==> src/rtl/lmac_pkg.sv <==
package lmac_pkg;
  typedef enum logic [1:0] {
    OP_UMUL = 2'b00,
    OP_UMAC = 2'b01,
    OP_SMUL = 2'b10,
    OP_SMAC = 2'b11
  } lmac_op_e;

  function automatic logic op_signed(input logic [1:0] code);
    return code[1];
  endfunction

  function automatic logic op_accum(input logic [1:0] code);
    return code[0];
  endfunction
endpackage

==> src/rtl/lmac_mul_stage.sv <==
module lmac_mul_stage #(
  parameter int DW = 32
) (
  input  logic            clk,
  input  logic            rst,
  input  logic            fire,
  input  logic [1:0]      op,
  input  logic [DW-1:0]   opa,
  input  logic [DW-1:0]   opb,
  input  logic [DW-1:0]   acc_hi,
  input  logic [DW-1:0]   acc_lo,
  input  logic            pair_bad,
  output logic            vld,
  output logic [2*DW-1:0] prod_q,
  output logic [2*DW-1:0] addend_q,
  output logic            bad_q
);
  import lmac_pkg::*;
  localparam int PW = 2 * DW;

  logic               sgn;
  logic signed [DW:0] ext_a, ext_b;
  logic signed [PW+1:0] full;

  always_comb begin
    sgn   = op_signed(op);
    ext_a = {sgn & opa[DW-1], opa};
    ext_b = {sgn & opb[DW-1], opb};
    full  = ext_a * ext_b;
  end

  always_ff @(posedge clk) begin
    if (rst) begin
      vld      <= 1'b0;
      prod_q   <= '0;
      addend_q <= '0;
      bad_q    <= 1'b0;
    end else begin
      vld <= fire;
      if (fire) begin
        prod_q   <= full[PW-1:0];
        addend_q <= op_accum(op) ? {acc_hi, acc_lo} : '0;
        bad_q    <= pair_bad;
      end
    end
  end


  busy_one_cycle_chk: assert property (@(posedge clk) disable iff (rst)
    vld |=> !vld);
endmodule

==> src/rtl/lmac_acc_stage.sv <==
module lmac_acc_stage #(
  parameter int DW = 32
) (
  input  logic            clk,
  input  logic            rst,
  input  logic            vld,
  input  logic [2*DW-1:0] prod,
  input  logic [2*DW-1:0] addend,
  input  logic            bad,
  output logic            done,
  output logic [DW-1:0]   res_hi,
  output logic [DW-1:0]   res_lo,
  output logic            illegal
);
  localparam int PW = 2 * DW;

  logic [PW-1:0] sum;

  always_comb sum = prod + addend;

  always_ff @(posedge clk) begin
    if (rst) begin
      done    <= 1'b0;
      res_hi  <= '0;
      res_lo  <= '0;
      illegal <= 1'b0;
    end else begin
      done <= vld;
      if (vld) begin
        res_hi  <= sum[PW-1:DW];
        res_lo  <= sum[DW-1:0];
        illegal <= bad;
      end else begin
        illegal <= 1'b0;
      end
    end
  end


  done_follows_stage_chk: assert property (@(posedge clk) disable iff (rst)
    vld |=> done);


  result_hold_chk: assert property (@(posedge clk) disable iff (rst)
    !vld |=> ($stable(res_hi) && $stable(res_lo)));


  reset_clear_chk: assert property (@(posedge clk)
    rst |=> (!done && !illegal && res_hi == '0 && res_lo == '0));
endmodule

==> src/rtl/lmac_unit.sv <==
module lmac_unit #(
  parameter int DW     = 32,
  parameter int IDX_W  = 4,
  parameter int FLAG_W = 4
) (
  input  logic              clk,
  input  logic              rst,
  input  logic              start,
  input  logic [1:0]        op,
  input  logic [DW-1:0]     opa,
  input  logic [DW-1:0]     opb,
  input  logic [DW-1:0]     acc_hi,
  input  logic [DW-1:0]     acc_lo,
  input  logic [IDX_W-1:0]  idx_hi,
  input  logic [IDX_W-1:0]  idx_lo,
  input  logic [FLAG_W-1:0] flags_in,
  output logic [DW-1:0]     res_hi,
  output logic [DW-1:0]     res_lo,
  output logic              done,
  output logic              busy,
  output logic              illegal,
  output logic [FLAG_W-1:0] flags_out
);
  localparam int PW = 2 * DW;

  logic          fire, pair_bad, s1_vld, s1_bad;
  logic [PW-1:0] s1_prod, s1_addend;

  assign busy      = s1_vld;
  assign fire      = start & ~s1_vld;
  assign pair_bad  = (idx_hi == idx_lo);
  assign flags_out = flags_in;

  lmac_mul_stage #(.DW(DW)) u_mul (
    .clk(clk), .rst(rst), .fire(fire), .op(op),
    .opa(opa), .opb(opb), .acc_hi(acc_hi), .acc_lo(acc_lo),
    .pair_bad(pair_bad), .vld(s1_vld), .prod_q(s1_prod),
    .addend_q(s1_addend), .bad_q(s1_bad)
  );

  lmac_acc_stage #(.DW(DW)) u_acc (
    .clk(clk), .rst(rst), .vld(s1_vld), .prod(s1_prod),
    .addend(s1_addend), .bad(s1_bad), .done(done),
    .res_hi(res_hi), .res_lo(res_lo), .illegal(illegal)
  );


  illegal_flag_chk: assert property (@(posedge clk) disable iff (rst)
    (fire && idx_hi == idx_lo) |=> ##1 (done && illegal));


  legal_flag_chk: assert property (@(posedge clk) disable iff (rst)
    (fire && idx_hi != idx_lo) |=> ##1 (done && !illegal));


  ignored_start_chk: assert property (@(posedge clk) disable iff (rst)
    (start && busy) |=> ##1 !done);


  latency_chk: assert property (@(posedge clk) disable iff (rst)
    fire |=> (busy && !done));
endmodule

==> config.mk <==
export PLATFORM = sky130hd
export DESIGN_NAME = lmac_unit
export DESIGN_NICKNAME = d
export VERILOG_FILES = /design/src/rtl/lmac_pkg.sv /design/src/rtl/lmac_mul_stage.sv /design/src/rtl/lmac_acc_stage.sv /design/src/rtl/lmac_unit.sv
export SDC_FILE = /design/constraint.sdc
export NUM_CORES = 2
export LEC_CHECK = 0
export CELL_PAD_IN_SITES_DETAIL_PLACEMENT = 1
export CELL_PAD_IN_SITES_GLOBAL_PLACEMENT = 2
export CORE_MARGIN = 2
export CORE_UTILIZATION = 43
export DETAILED_ROUTE_END_ITERATION = 10
export DONT_BUFFER_PORTS = 1
export GPL_TIMING_DRIVEN = 0
export PLACE_DENSITY = 0.92
export SLEW_MARGIN = 10
export SYNTH_ARGS = -nofsm -noshare
export SYNTH_HDL_FRONTEND = slang
export SYNTH_SLANG_ARGS = --single-unit
==> constraint.sdc <==
create_clock -name clk -period 12 [get_ports clk]
set_input_delay 2.4 -clock clk [delete_from_list [all_inputs] [get_ports clk]]
set_output_delay 2.4 -clock clk [all_outputs]
set_load 0.1 [all_outputs]
After elaboration in Yosys (flattened, before gate mapping)
Cells that the tools add are included.
- register bits after elaboration: 196
- bits of input ports: 145
- output and inout bits: 71
- $add $sub $neg: 1
- multiply operators: 1
- equal/unequal tests: 1
- mux-type cells: 1
- bitwise logic cells: 4
- reductions and logical operators: 1
- operators with widths (operator ; count):
    64-bit adder ; 1
    33-bit by 33-bit multiplier with 64-bit output ; 1
    64-bit 2-to-1 mux ; 1
    4-bit == test ; 1
    1-bit bitwise AND ; 3
    2-bit OR reduction ; 1
    1-bit inverter ; 1

Depth between registers and ports, before layout
- word-level depth: 2
- gate-level depth with buffers: 31
- mapped depth without buffers: 28

Modules after synthesis
From an unflattened synthesis, not the netlist that was laid out.
- cell total of the unflattened synthesis: 5454
- area, all modules: 48627.9 um^2
- modules (own cells, without submodules) (module ; times used ; cells an instance ; area each (um^2) ; sequential area each (um^2)):
    lmac_mul_stage ; 1 ; 4688 ; 42592.1 ; 2602.5
    lmac_acc_stage ; 1 ; 756 ; 5952.0 ; 1321.3
    lmac_unit ; 1 ; 10 ; 83.8 ; 0.0

Worst setup path before layout
No wires, ideal clock.
- path kind: input -> register
- from: input port opa[31]
- to: register u_mul.prod_q[61]
- library setup time: 0.117 ns
- arrival: 9.736 ns
- slack: 2.147 ns
- stages: 29
- path buffers: 3
- cells stage by stage: clkbuf_1 -> and2_1 -> clkbuf_1 -> nand2_1 -> inv_1 -> fa_1 -> fa_1 -> fa_1 -> inv_1 -> fa_1 -> inv_1 -> fa_1 -> fa_1 -> inv_1 -> fa_1 -> fa_1 -> inv_1 -> ha_1 -> clkbuf_1 -> a21o_1 -> o21bai_1 -> nor2b_1 -> a311oi_1 -> o31ai_1 -> o2bb2ai_1 -> a211oi_2 -> o41ai_2 -> xor2_1 -> a22o_1
- cells in the longest elaborated chain, start to end: 2
- RTL lines (element ; RTL line ; source):
    from (decl) ; lmac_unit.sv:10 ; input logic [DW-1:0] opa,
    1-bit bitwise AND ; lmac_mul_stage.sv:27 ; ext_a = {sgn & opa[DW-1], opa};
    33-bit by 33-bit multiplier with 64-bit output (*) ; lmac_mul_stage.sv:29 ; full = ext_a * ext_b;
    to (signal assigned) ; lmac_mul_stage.sv:41 ; prod_q <= full[PW-1:0];
    to (decl) ; lmac_mul_stage.sv:14 ; output logic [2*DW-1:0] prod_q,
Every way passes the cells marked *; elsewhere a longest branch is shown, timed or not.
A chain may end at the register's enable or synchronous reset.

Worst setup path in the final report
- from: input port op[1]
- to: register u_mul.prod_q[62]
- cells in the longest elaborated chain, start to end: 2
- elaborated cells between the ends (all ways): 3
- RTL lines (element ; RTL line ; source):
    from (decl) ; lmac_unit.sv:9 ; input logic [1:0] op,
    1-bit bitwise AND (on tied branches) ; lmac_mul_stage.sv:27, lmac_mul_stage.sv:28 ;
    33-bit by 33-bit multiplier with 64-bit output (*) ; lmac_mul_stage.sv:29 ;
Marked as above.

==> results.py <==
metrics = {
    "logic_synthesis": {
        "synth_simple_gate_area_share_pct": 15.1,
        "yosys.area_share.adder_pct": 54.1,
        "ys.flop_type": "dfxtp_1",
        "netlist_top_cells_count": "fa_1, inv_1, nand2_1",
        "yosys-mux-area-fraction_pct": 0.875,
        "synth_cell_types": 80,
        "ys_seq_elements": 196,
        "syn_inst": 5337,
        "synth_top_family_by_area": "adder cells",
        "synth_compound_area_share_pct": 8.15,
        "seq_area_frac_synth_pct": 8.16,
        "post_synth.cell_area_avg_um2": 9.01,
        "synth_top_cell_area_share_pct": 46.9,
        "synthTopCellsByArea": "fa_1, inv_1, dfxtp_1, ha_1, nand2_1",
        "synth.largest_area_cell": "fa_1",
        "syn_area_mm2": 0.0481,
        "synth_edf_count": 0,
        "synthArstFlopShare_pct": 0,
        "synthXorXnorAreaFrac_pct": 2.48,
        "synth_nets": 6883,
        "ys.warnings.count": 0,
    },
    "place": {
        "gp_congestion": 1.02,
        "dp.cells": 6826,
        "port_buffers": 0,
        "hpwl_mm": 164,
    },
    "status": {
        "status": "finished, final reports clean",
    },
    "hold_path": {
        "worstHoldPathType": "flop to flop",
    },
    "timing": {
        "whs_ns": 0.465,
        "finalHoldViolCount": 0,
        "min_period_ns": 11.71,
        "skew_ns": 0.0132,
        "fin_crit_sh_pct": 97.6,
        "drv_slew": 0,
        "setup_viol_count_final": 0,
        "fin_setup_tns_ns": 0,
        "worst_pin_slew_ns": 1.41,
        "fmax_mhz": 85.4,
        "max-slew-margin-rel_pct": 5.78,
        "rsz0062_at_grt": "false",
    },
    "detailed_routing": {
        "ant_nets": 0,
        "routed_wl_mm": 197,
        "firstDrtPassIters": 6,
        "vias": 38940,
        "vias_per_cell": 5.66,
        "drt_iter0_markers": 3387,
        "drc": 0,
        "routedWlPerCell_um": 28.6,
    },
    "global_routing": {
        "antenna_found_initial": 28,
        "grt_usage_pct": 34.7,
        "grt_pass1_wl_mm": 290,
        "grt_overflow": 0,
        "grt_max_degree": 25,
        "grt_pass1_vias": 43117,
    },
    "die": {
        "rows": 122,
        "die_y_um": 338,
        "start_util_pct": 43.4,
        "dieArea_mm2": 0.114,
        "fp.coreArea_mm2": 0.111,
        "die_x_um": 338,
        "io-pin-count": 216,
    },
    "cts": {
        "cts_tree": "yes",
        "post_cts_resized": 0,
        "cts.sinks": 196,
        "cts-root-buf": "clkbuf_16",
        "postCtsSetupRepairBufs": 0,
        "cts_buffers": 17,
        "holdBufCountCts": 0,
        "cts_max_path_buffers": 2,
        "cts.htree.levels": 4,
        "clk_latency_ns": 0.47,
        "cts.clk_slew.worst_paths_ns": 0.08,
    },
    "cells_and_area": {
        "fillers": 13111,
        "syn_to_final_growth_pct": 5.45,
        "layout.cells.non_filler": 6885,
        "drive_above_1_share_pct": 1.95,
        "nNetsFinal": 6904,
    },
    "critical_path": {
        "start_kind": "input pin",
        "critPathMostFrequentCell": "fa_1",
        "crit_fanout": 10,
        "cp.required_ns": 12.37,
        "crit_path_top_delay_cell": "fa_1",
        "end_kind": "flop",
        "cpPeakStageDelay_ns": 0.76,
        "arrival_ns": 12.08,
        "path_buf_inv": 7,
        "cpLargestDelayFamily": "adder cells",
        "crit_type": "input pin to flop",
    },
    "flow_run": {
        "drv_cap": 0,
    },
}
==> through the flow <==
step / worst slack [ns] / area [µm²] / util, %
4_1_cts: 0.447 / 50600 / 45.7
3_3_place_gp: -0.0523 / 49900 / 45.1
3_5_place_dp: -0.0363 / 50000 / 45.1
2_1_floorplan: 2.15 / 48100 / -
5_1_grt: 0.0143 / 50700 / 45.7
6_report: 0.292 / 50700 / 45.7
==> cells in the final DEF, fill, tap and decap left out, types with 15 or more instances in the layout <==
master / netlist / layout
o21ai_1: 17 / 17
nand3_1: 28 / 28
ha_1: 275 / 275
a21oi_1: 192 / 192
nand2_1: 854 / 854
xnor2_1: 91 / 91
fa_1: 1126 / 1125
diode_2: 0 / 26
a211oi_1: 17 / 17
o21ai_0: 68 / 68
mux2i_1: 42 / 42
nand4_1: 29 / 29
clkbuf_1: 267 / 266
a31oi_1: 16 / 16
nor2_1: 151 / 150
buf_1: 15 / 15
and2_1: 376 / 376
o21bai_1: 25 / 25
inv_1: 1126 / 1126
a21o_1: 57 / 57
nor3_1: 26 / 26
a22o_1: 82 / 82
clkbuf_16: 0 / 17
dfxtp_1: 196 / 196
and3_1: 33 / 33
xor2_1: 45 / 45
==> flip-flops by register name, indices dropped and copies added, names as in the netlist <==
signal	count
u_mul.addend_q	64
u_mul.prod_q	64
u_acc.res_hi	32
u_acc.res_lo	32
u_acc.done	1
u_acc.illegal	1
u_mul.bad_q	1
u_mul.vld	1
==> cell type report <==
type | instances | area, µm² | area share [%]
multi-input cells | 3714 | 38800 | 76.5
inverters | 1126 | 4230 | 8.34
flip-flops and latches | 196 | 3920 | 7.74
well taps | 1488 | 1860 | 3.67
plain buffers | 301 | 1170 | 2.31
clock buffers | 17 | 425 | 0.839
clock inverters | 15 | 233 | 0.459
diodes | 26 | 65.1 | 0.128
repair buffers | 2 | 30.0 | 0.0592
==> layer usage <==
metal  routed length [µm]  vias up  track usage (%)  part of all wire, %
met5                  132        -                0                0.067
met4                11600       20             16.7                  5.9
met3                22100      525             10.6                   11
met2                88700     2105             55.4                   45
met1                74100    20212             42.7                   38
li1                     -    16078                -                    -
==> worst paths after layout <==
kind                   startpoint          endpoint  slack (ns)  cells past startpoint
setup / recovery            op[1]  u_mul.prod_q[62]        0.29                     26
hold / removal    u_mul.prod_q[6]   u_mul.prod_q[6]        0.47                      2
setup reg to reg  u_mul.prod_q[0]  u_acc.res_hi[16]        8.31                     13
hold reg to reg   u_mul.prod_q[6]   u_mul.prod_q[6]        0.47                      2
==> tightest hold or removal path: stages, from the launching register on <==
cell and delay, ns:
dfxtp_1 0.31, nand2_1 0.05, a21oi_1 0.05
==> kinds of logic after synthesis <==
logic type	Yosys count
AOI/OAI and AO/OA	573
xor gates and xnor gates	136
adders and majority gates	1401
buffers and inverters	1427
DFF	196
muxes	42
and+or+nand+nor	1562
Power is not shown: default switching activity piles up to over one toggle a cycle in this logic, so the estimate is an artifact.
